--- config.mk ---
export PLATFORM = sky130hd
export DESIGN_NAME = reg_redirect_table
export DESIGN_NICKNAME = d
export VERILOG_FILES = /design/src/rtl/rrt_pkg.sv /design/src/rtl/rrt_store.sv /design/src/rtl/rrt_match.sv /design/src/rtl/rrt_width_dec.sv /design/src/rtl/reg_redirect_table.sv
export SDC_FILE = /design/constraint.sdc
export NUM_CORES = 1
export LEC_CHECK = 0
export BUFFER_PORTS_ARGS = -buffer_cell sky130_fd_sc_hd__buf_2
export CORE_ASPECT_RATIO = 1.4
export CORE_MARGIN = 3
export CORE_UTILIZATION = 28
export DETAILED_ROUTE_END_ITERATION = 6
export MAX_ROUTING_LAYER = met4
export PLACE_DENSITY_LB_ADDON = 0.25
export SYNTH_ARGS = -nofsm -noshare
export SYNTH_HDL_FRONTEND = slang
export SYNTH_SLANG_ARGS = --single-unit
export TNS_END_PERCENT = 1
--- constraint.sdc ---
create_clock -name clk -period 2.35 [get_ports clk]
set_input_delay 0.1175 -clock clk [delete_from_list [all_inputs] [get_ports clk]]
set_output_delay 0.1175 -clock clk [all_outputs]
set_load 0.005 [all_outputs]
--- src/rtl/rrt_pkg.sv ---
// Package rrt_pkg
// Shared widths, the element-width code and the slot record used by
// the register redirection table. No assumptions beyond the fixed
// 5-bit operand and 6-bit target sizes.
package rrt_pkg;
    localparam int KEY_W = 5;
    localparam int IDX_W = 6;

    typedef enum logic [1:0] {
        EW_DEFAULT = 2'b00,
        EW_HALF    = 2'b01,
        EW_DOUBLE  = 2'b10,
        EW_BYTE    = 2'b11
    } ew_code_t;

    typedef struct packed {
        logic              active;
        logic [KEY_W-1:0]  key;
        logic [IDX_W-1:0]  target;
        logic              is_vec;
        ew_code_t          ew;
    } map_entry_t;
endpackage

--- src/rtl/rrt_store.sv ---
// Module rrt_store
// Holds the slot records and loads one slot per cycle from the write
// port. All slots are disabled by a synchronous active-low reset.
// Assumes wr_slot values at or above NSLOT are simply not loaded.
module rrt_store
    import rrt_pkg::*;
#(
    parameter int NSLOT  = 16,
    parameter int SLOT_W = 4
) (
    input  logic                   clk,
    input  logic                   rst_n,
    input  logic                   wr_en,
    input  logic [SLOT_W-1:0]      wr_slot,
    input  map_entry_t             wr_data,
    output map_entry_t [NSLOT-1:0] slots_o
);
    map_entry_t [NSLOT-1:0] slots_q;

    // Purpose: clear every slot on reset, otherwise load the addressed slot.
    always_ff @(posedge clk) begin
        if (!rst_n) begin
            slots_q <= '0;
        end else if (wr_en) begin
            for (int i = 0; i < NSLOT; i++) begin
                if (wr_slot == SLOT_W'(i)) slots_q[i] <= wr_data;
            end
        end
    end

    assign slots_o = slots_q;

    AST_RESET_CLEARS: assert property (@(posedge clk) disable iff (!rst_n)
        $past(!rst_n) |-> (slots_q[0].active == 1'b0 && slots_q[NSLOT-1].active == 1'b0));

    AST_WRITE_LANDS: assert property (@(posedge clk) disable iff (!rst_n)
        (wr_en && (32'(wr_slot) < NSLOT)) |=> (slots_q[$past(wr_slot)] == $past(wr_data)));
endmodule

--- src/rtl/rrt_match.sv ---
// Module rrt_match
// Compares the operand against every slot key in parallel, keeps the
// enabled matches and picks the lowest-numbered one. Purely
// combinational; clk and rst_n serve the local assertions only.
module rrt_match
    import rrt_pkg::*;
#(
    parameter int NSLOT  = 16,
    parameter int SLOT_W = 4
) (
    input  logic                   clk,
    input  logic                   rst_n,
    input  map_entry_t [NSLOT-1:0] slots_i,
    input  logic [KEY_W-1:0]       key_i,
    output logic                   hit_o,
    output logic [SLOT_W-1:0]      slot_o,
    output map_entry_t             entry_o
);
    logic [NSLOT-1:0] match_vec;
    logic [NSLOT-1:0] win_vec;

    // One comparator per slot.
    for (genvar g = 0; g < NSLOT; g++) begin : g_cmp
        assign match_vec[g] = slots_i[g].active && (slots_i[g].key == key_i);
    end

    // Purpose: isolate the lowest set bit so the smallest slot number wins.
    always_comb win_vec = match_vec & (~match_vec + NSLOT'(1));

    assign hit_o = |match_vec;

    // Purpose: one-hot select of the winning slot and its number.
    always_comb begin
        entry_o = '0;
        slot_o  = '0;
        for (int i = 0; i < NSLOT; i++) begin
            if (win_vec[i]) begin
                entry_o = entry_o | slots_i[i];
                slot_o  = slot_o | SLOT_W'(i);
            end
        end
    end

    AST_ONE_WINNER: assert property (@(posedge clk) disable iff (!rst_n)
        $onehot0(win_vec) && (hit_o == (win_vec != '0)));

    AST_WINNER_MATCHES: assert property (@(posedge clk) disable iff (!rst_n)
        hit_o |-> (slots_i[slot_o].active && slots_i[slot_o].key == key_i));
endmodule

--- src/rtl/rrt_width_dec.sv ---
// Module rrt_width_dec
// Turns a 2-bit element-width code into a bit count, relative to the
// default width DEF_W. Assumes BITS_W can hold 2*DEF_W.
module rrt_width_dec
    import rrt_pkg::*;
#(
    parameter int DEF_W  = 32,
    parameter int BITS_W = 7
) (
    input  ew_code_t          code_i,
    output logic [BITS_W-1:0] bits_o
);
    localparam logic [BITS_W-1:0] W_DEF  = BITS_W'(DEF_W);
    localparam logic [BITS_W-1:0] W_HALF = BITS_W'(DEF_W / 2);
    localparam logic [BITS_W-1:0] W_DBL  = BITS_W'(DEF_W * 2);
    localparam logic [BITS_W-1:0] W_BYTE = BITS_W'(8);

    // Purpose: map the code to its width.
    always_comb begin
        unique case (code_i)
            EW_HALF:   bits_o = W_HALF;
            EW_DOUBLE: bits_o = W_DBL;
            EW_BYTE:   bits_o = W_BYTE;
            default:   bits_o = W_DEF;
        endcase
    end
endmodule

--- src/rtl/reg_redirect_table.sv ---
// Module reg_redirect_table
// Top of the register redirection table. It stores the slots, searches
// them by key, decodes the width and registers one result per request.
// Assumes one lookup and one write at most per cycle; a lookup in the
// same cycle as a write sees the old table.
module reg_redirect_table
    import rrt_pkg::*;
#(
    parameter int NSLOT  = 16,
    parameter int DEF_W  = 32,
    localparam int SLOT_W = (NSLOT > 1) ? $clog2(NSLOT) : 1,
    localparam int BITS_W = $clog2(2 * DEF_W + 1)
) (
    input  logic              clk,
    input  logic              rst_n,
    input  logic              wr_en,
    input  logic [SLOT_W-1:0] wr_slot,
    input  logic              wr_active,
    input  logic [4:0]        wr_key,
    input  logic [5:0]        wr_target,
    input  logic              wr_vec,
    input  logic [1:0]        wr_ew,
    input  logic              lk_valid,
    input  logic [4:0]        lk_reg,
    output logic              res_valid,
    output logic              res_hit,
    output logic [5:0]        res_idx,
    output logic              res_vec,
    output logic [1:0]        res_ew,
    output logic [BITS_W-1:0] res_bits
);
    map_entry_t [NSLOT-1:0] slots;
    map_entry_t             wr_data;
    map_entry_t             found;
    logic                   found_hit;
    logic [SLOT_W-1:0]      found_slot;
    ew_code_t               sel_ew;
    logic [IDX_W-1:0]       sel_idx;
    logic                   sel_vec;
    logic [BITS_W-1:0]      sel_bits;

    // Purpose: pack the write-port fields into one slot record.
    always_comb begin
        wr_data.active = wr_active;
        wr_data.key    = wr_key;
        wr_data.target = wr_target;
        wr_data.is_vec = wr_vec;
        wr_data.ew     = ew_code_t'(wr_ew);
    end

    rrt_store #(.NSLOT(NSLOT), .SLOT_W(SLOT_W)) store_i (
        .clk     (clk),
        .rst_n   (rst_n),
        .wr_en   (wr_en),
        .wr_slot (wr_slot),
        .wr_data (wr_data),
        .slots_o (slots)
    );

    rrt_match #(.NSLOT(NSLOT), .SLOT_W(SLOT_W)) match_i (
        .clk     (clk),
        .rst_n   (rst_n),
        .slots_i (slots),
        .key_i   (lk_reg),
        .hit_o   (found_hit),
        .slot_o  (found_slot),
        .entry_o (found)
    );

    // Purpose: take the hit entry's fields, or pass the operand through.
    always_comb begin
        if (found_hit) begin
            sel_idx = found.target;
            sel_vec = found.is_vec;
            sel_ew  = found.ew;
        end else begin
            sel_idx = {1'b0, lk_reg};
            sel_vec = 1'b0;
            sel_ew  = EW_DEFAULT;
        end
    end

    rrt_width_dec #(.DEF_W(DEF_W), .BITS_W(BITS_W)) dec_i (
        .code_i (sel_ew),
        .bits_o (sel_bits)
    );

    // Purpose: register the result one cycle after the request.
    always_ff @(posedge clk) begin
        if (!rst_n) begin
            res_valid <= 1'b0;
            res_hit   <= 1'b0;
            res_idx   <= '0;
            res_vec   <= 1'b0;
            res_ew    <= 2'b00;
            res_bits  <= '0;
        end else begin
            res_valid <= lk_valid;
            if (lk_valid) begin
                res_hit  <= found_hit;
                res_idx  <= sel_idx;
                res_vec  <= sel_vec;
                res_ew   <= sel_ew;
                res_bits <= sel_bits;
            end
        end
    end

    logic unused_slot;
    assign unused_slot = ^found_slot;

    AST_REQ_GIVES_RESULT: assert property (@(posedge clk) disable iff (!rst_n)
        lk_valid |=> res_valid);

    AST_NO_SPURIOUS_RESULT: assert property (@(posedge clk) disable iff (!rst_n)
        !lk_valid |=> !res_valid);

    AST_MISS_PASSES_OPERAND: assert property (@(posedge clk) disable iff (!rst_n)
        lk_valid |=> (res_hit || (res_idx == {1'b0, $past(lk_reg)} && !res_vec && res_ew == 2'b00)));

    AST_BYTE_WIDTH: assert property (@(posedge clk) disable iff (!rst_n)
        (res_valid && res_ew == 2'b11) |-> (res_bits == BITS_W'(8)));
endmodule

==> tab_implementation.tex <==
\begin{tabular}{lr}
\hline
Metric & Value \\
\hline
\multicolumn{2}{l}{\textbf{Power and ir drop}} \\
\quad Clock network power share & 0.464 \\
\quad Switching fraction of total power & 0.2431 \\
\quad Maximum VDD drop & 0.4216 mV \\
\quad Internal Pwr Total & roughly 7 mW \\
\quad Leakage power & 4.987 nW \\
\quad Power density normalized to cell area & roughly 660 nW/µm² \\
\quad Combinational cell fraction of total power & 0.066 \\
\quad Sequential fraction of design power & 0.469 \\
\quad Switching power total & approximately 2.3 mW \\
\multicolumn{2}{l}{\textbf{Die}} \\
\quad Die X & around 180 µm \\
\quad Starting utilization of the core area & 0.2859 \\
\quad Floorplan core area & 41620 µm² \\
\quad Die height & between 200 and 250 µm \\
\quad Std-Cell Rows & 88 \\
\quad Top Ports & 46 \\
\quad Die ar. & 45040 µm² \\
\multicolumn{2}{l}{\textbf{Logic synthesis}} \\
\quad Synth Register Bits & roughly 260 \\
\quad Most common flop cell mapped by yosys & sky130\_fd\_sc\_hd\_\_dfxtp\_1 \\
\quad Synth area leader & sky130\_fd\_sc\_hd\_\_dfxtp\_1 \\
\quad Post-synthesis average cell area & $\sim$8.1 µm² \\
\quad Fraction of the yosys area taken by sequential cells & 0.4290 \\
\quad Number of instances in the synthesized netlist & about 1500 \\
\quad Commonest cells post-synth & sky130\_fd\_sc\_hd\_\_nand2\_1 (526), sky130\_fd\_sc\_hd\_\_dfxtp\_1 (255), sky130\_fd\_sc\_hd\_\_a21boi\_0 (244) \\
\quad Most area-consuming cells after synthesis & sky130\_fd\_sc\_hd\_\_dfxtp\_1 (43\%), sky130\_fd\_sc\_hd\_\_nand2\_1 (17\%), sky130\_fd\_sc\_hd\_\_a21boi\_0 (15\%) \\
\quad Count of warnings emitted by yosys & 0 \\
\quad Post-synth EDFFs & 0 \\
\quad Synth top area share & 0.4290 \\
\quad Most used standard cell by instance count after synthesis & sky130\_fd\_sc\_hd\_\_nand2\_1 \\
\quad Number of distinct library cells after synthesis & 64 \\
\quad Ys async rst share & 0 \\
\quad Total standard cell area after synthesis & between 10000 and 15000 µm² \\
\multicolumn{2}{l}{\textbf{Worst setup path}} \\
\quad Buffers plus inverters on the worst setup path & 3 \\
\quad Critical path launch point type & flop \\
\quad Depth of the worst register-to-register path & 11 \\
\quad Max stage delay cell, worst path & sky130\_fd\_sc\_hd\_\_a222oi\_1 \\
\quad CP most frequent cell & sky130\_fd\_sc\_hd\_\_buf\_4 \\
\quad Required time of the critical path & around 2800 ps \\
\quad Crit Reg-Reg Endpoint & res\_idx[3]\$\_SDFFE\_PN0P\_ \\
\quad Maximum cell stage delay along the critical path & 430 ps \\
\quad Critical Path End Type & flop \\
\quad Worst reg2reg setup slack & -360 ps \\
\quad R2r startpoint & store\_i.slots\_o[58]\$\_SDFFE\_PN0P\_ \\
\quad Family with the most delay on the worst path & compound AO/OA/AOI/OAI gates \\
\quad Kind of critical path & reg -> reg \\
\quad WP data arrival & roughly 3200 ps \\
\quad CP Cell Sequence & xor2\_1 -> nor4\_2 -> buf\_4 -> a32o\_2 -> buf\_12 -> nor4b\_2 -> buf\_4 -> a222oi\_1 -> nand3\_1 -> a2111oi\_2 -> a31oi\_1 \\
\quad Maximum net fanout on the critical path & 5 \\
\multicolumn{2}{l}{\textbf{Global routing}} \\
\quad Total global routing track utilization & 0.1836 \\
\quad Number of antenna violations at the first check in global routing & 1 \\
\quad Congestion Overflow GR & 0 \\
\quad Number of global-route vias before repair & about 10000 \\
\quad Largest net degree at the start of global routing & $\sim$250 \\
\quad Global-route wire length before repair & around 64000 µm \\
\multicolumn{2}{l}{\textbf{STA}} \\
\quad Hold Fails Final Rpt & 0 \\
\quad Headroom to the max-slew limit & 0.3333 \\
\quad Largest clock skew in the final design & 17.74 ps \\
\quad Setup TNS & -3611 ps \\
\quad Worst setup slack after layout & -357.4 ps \\
\quad Finish-stage setup viols & 13 \\
\quad Max Freq & $\sim$370 MHz \\
\quad Worst hold slack & approximately 42 ps \\
\quad Unrepaired setup endpoints after global routing & true \\
\quad Final worst path period share & 1.152 \\
\quad Number of pins exceeding their max-slew limit in the final report & 0 \\
\quad Pin slew with the least headroom to its limit & roughly 1000 ps \\
\quad Shortest clock period the worst path allows after layout & 2707 ps \\
\multicolumn{2}{l}{\textbf{Clock network}} \\
\quad CTS tree & yes \\
\quad Clock slew at reported path FFs & 70 ps \\
\quad Number of levels the H-tree was split into & 1 \\
\quad Sink count of the clock tree & 255 \\
\quad Number of buffers on the longest clock path & 3 \\
\quad Worst-skew pair later-pin latency & $\sim$560 ps \\
\quad CTS root buffer & sky130\_fd\_sc\_hd\_\_clkbuf\_16 \\
\quad TritonCTS buffer count & 28 \\
\multicolumn{2}{l}{\textbf{Placement}} \\
\quad IO buf count & 42 \\
\quad Final Wtd Congestion & around 0.95 \\
\quad Placed wire-length estimate after detailed placement & about 28000 µm \\
\quad Post-Place Cell Area & between 10000 and 15000 µm² \\
\multicolumn{2}{l}{\textbf{Drt}} \\
\quad First-pass iteration count of the detailed router & 6 \\
\quad Post-Route WL & slightly above 40000 µm \\
\quad Violation count after the first detailed-routing iteration & approximately 710 \\
\quad Remaining DRCs & 0 \\
\quad Vias per std cell & roughly 4.9 \\
\quad WL/cell & about 19 µm \\
\quad Post-DRT Antenna Nets & 0 \\
\quad Via count & between 10000 and 15000 \\
\multicolumn{2}{l}{\textbf{Cells and area}} \\
\quad Fillcell total & approximately 4300 \\
\quad Share of post-route cells with drive strength above 1 & 0.1588 \\
\quad Nets & 1571 \\
\quad Layout overhead on the synthesized area & 20.44\% \\
\quad Area of all placed cells without fillers & $\sim$14000 µm² \\
\multicolumn{2}{l}{\textbf{Worst hold path}} \\
\quad Endpoint of the worst hold path & store\_i.slots\_o[94]\$\_SDFFE\_PN0P\_ \\
\quad Launch instance of the worst min-delay path & wr\_target[1] \\
\quad Worst Hold Class & in -> reg \\
\quad Number of stages on the worst hold path & 3 \\
\multicolumn{2}{l}{\textbf{Outcome}} \\
\quad Violated checks & negative setup slack \\
\quad Result of the run & finished, violations left \\
\multicolumn{2}{l}{\textbf{Flow run}} \\
\quad Number of max-cap violations & 0 \\
\hline
\end{tabular}
## placed cells by master, fill, tap and decap left out, drive strengths merged, types with 8 or more instances in the layout
cell type	netlist	final
and3	12	12
a21oi	10	10
a22o	12	12
nor4	17	17
nor3	8	8
dfxtp	255	255
a222oi	10	10
nand2	526	526
clkbuf	93	44
nand3	29	29
buf	22	160
a22oi	20	20
nor2	23	23
nand4	8	8
xor2	44	44
xnor2	36	36
a21boi	244	244
## per-layer routing
layer	track usage	vias to the layer above	wire, µm
met3	0.02216	50	1659
li1	-	5086	-
met2	0.3216	183	20870
met5	-	-	0
met4	0.05903	0	1238
met1	0.2192	4946	17220
## tightest hold or removal path: cells and delay by family
family,cells,cell delay (ps)
AOI/OAI and AO/OA,1,60
buffers and inverters,1,250
and+or+nand+nor,1,110
## repair_timing
item | 4_1_cts | 5_1_grt
endpoints found under the setup margin | 14 | 14
buffers inserted | 4 | 0
hold endpoints to repair | 2 | 0
cloned | 0 | 0
gates resized for setup | 32 | 7
hold buffers | 1 | 0
pin swaps | 19 | 11
## stage by stage
step | power, mW | utilization | std cells | setup slack (ps)
6_report | 9.438 | 0.3443 | 2103 | -357.4
2_1_floorplan | 4.896 | - | 1467 | -8.348
3_5_place_dp | 5.146 | 0.3177 | 2048 | -752.5
3_3_place_gp | 5.141 | 0.3177 | 2048 | -830.2
4_1_cts | 9.567 | 0.3432 | 2102 | -367.4
5_1_grt | 9.780 | 0.3443 | 2103 | -499.1
## cell families (layout without fill, tap and decap cells)
family / count (synthesis) / in the layout / synth area share
compound gates: 348 / 348 / 0.2244
xor+xnor: 80 / 80 / 0.05889
buf+inv: 121 / 216 / 0.04700
flops: 255 / 255 / 0.4290
other cells: 1 / 4 / 0.0003152
simple gates: 660 / 660 / 0.2404
## worst max-delay path by stage
stage / depth (start not counted) / from / end
CTS: 11 / store_i.slots_o[58]$_SDFFE_PN0P_ / res_bits[6]$_SDFFE_PN0P_
finish: 11 / store_i.slots_o[58]$_SDFFE_PN0P_ / res_idx[3]$_SDFFE_PN0P_
floorplan: 11 / lk_reg[0] / res_bits[6]$_SDFFE_PN0P_
detailed placement: 13 / lk_reg[1] / res_idx[3]$_SDFFE_PN0P_
global route: 11 / store_i.slots_o[54]$_SDFFE_PN0P_ / res_idx[0]$_SDFFE_PN0P_
global placement: 13 / lk_reg[1] / res_idx[3]$_SDFFE_PN0P_
## power by group through the flow
| stage | logic, mW | registers [mW] | clock network [mW] |
|---|---|---|---|
| finish | 0.626 | 4.43 | 4.38 |
| global placement | 0.618 | 4.52 | 0 |
| global route | 0.676 | 4.43 | 4.67 |
| detailed placement | 0.623 | 4.52 | 0 |
| floorplan | 0.390 | 4.51 | 0 |
| CTS | 0.631 | 4.43 | 4.51 |
## layout make-up
class | count | area (µm²) | share of cell area
Inverter | 6 | 22.52 | 0.001572
Clock inverter | 5 | 71.32 | 0.004976
Sequential cell | 255 | 5110 | 0.3566
Antenna cell | 1 | 2.502 | 0.0001746
Multi-Input combinational cell | 1091 | 6406 | 0.4470
Timing Repair Buffer | 161 | 1212 | 0.08460
Clock buffer | 44 | 830.8 | 0.05797
Tap cell | 540 | 675.6 | 0.04715
## state kept, by name, indices dropped and copies added, names as in the netlist
name	count
res_valid	1
store_i.slots_o	240
res_ew	2
res_idx	6
res_vec	1
res_bits	4
res_hit	1
Note: power is estimated with default switching activity, not from simulation.
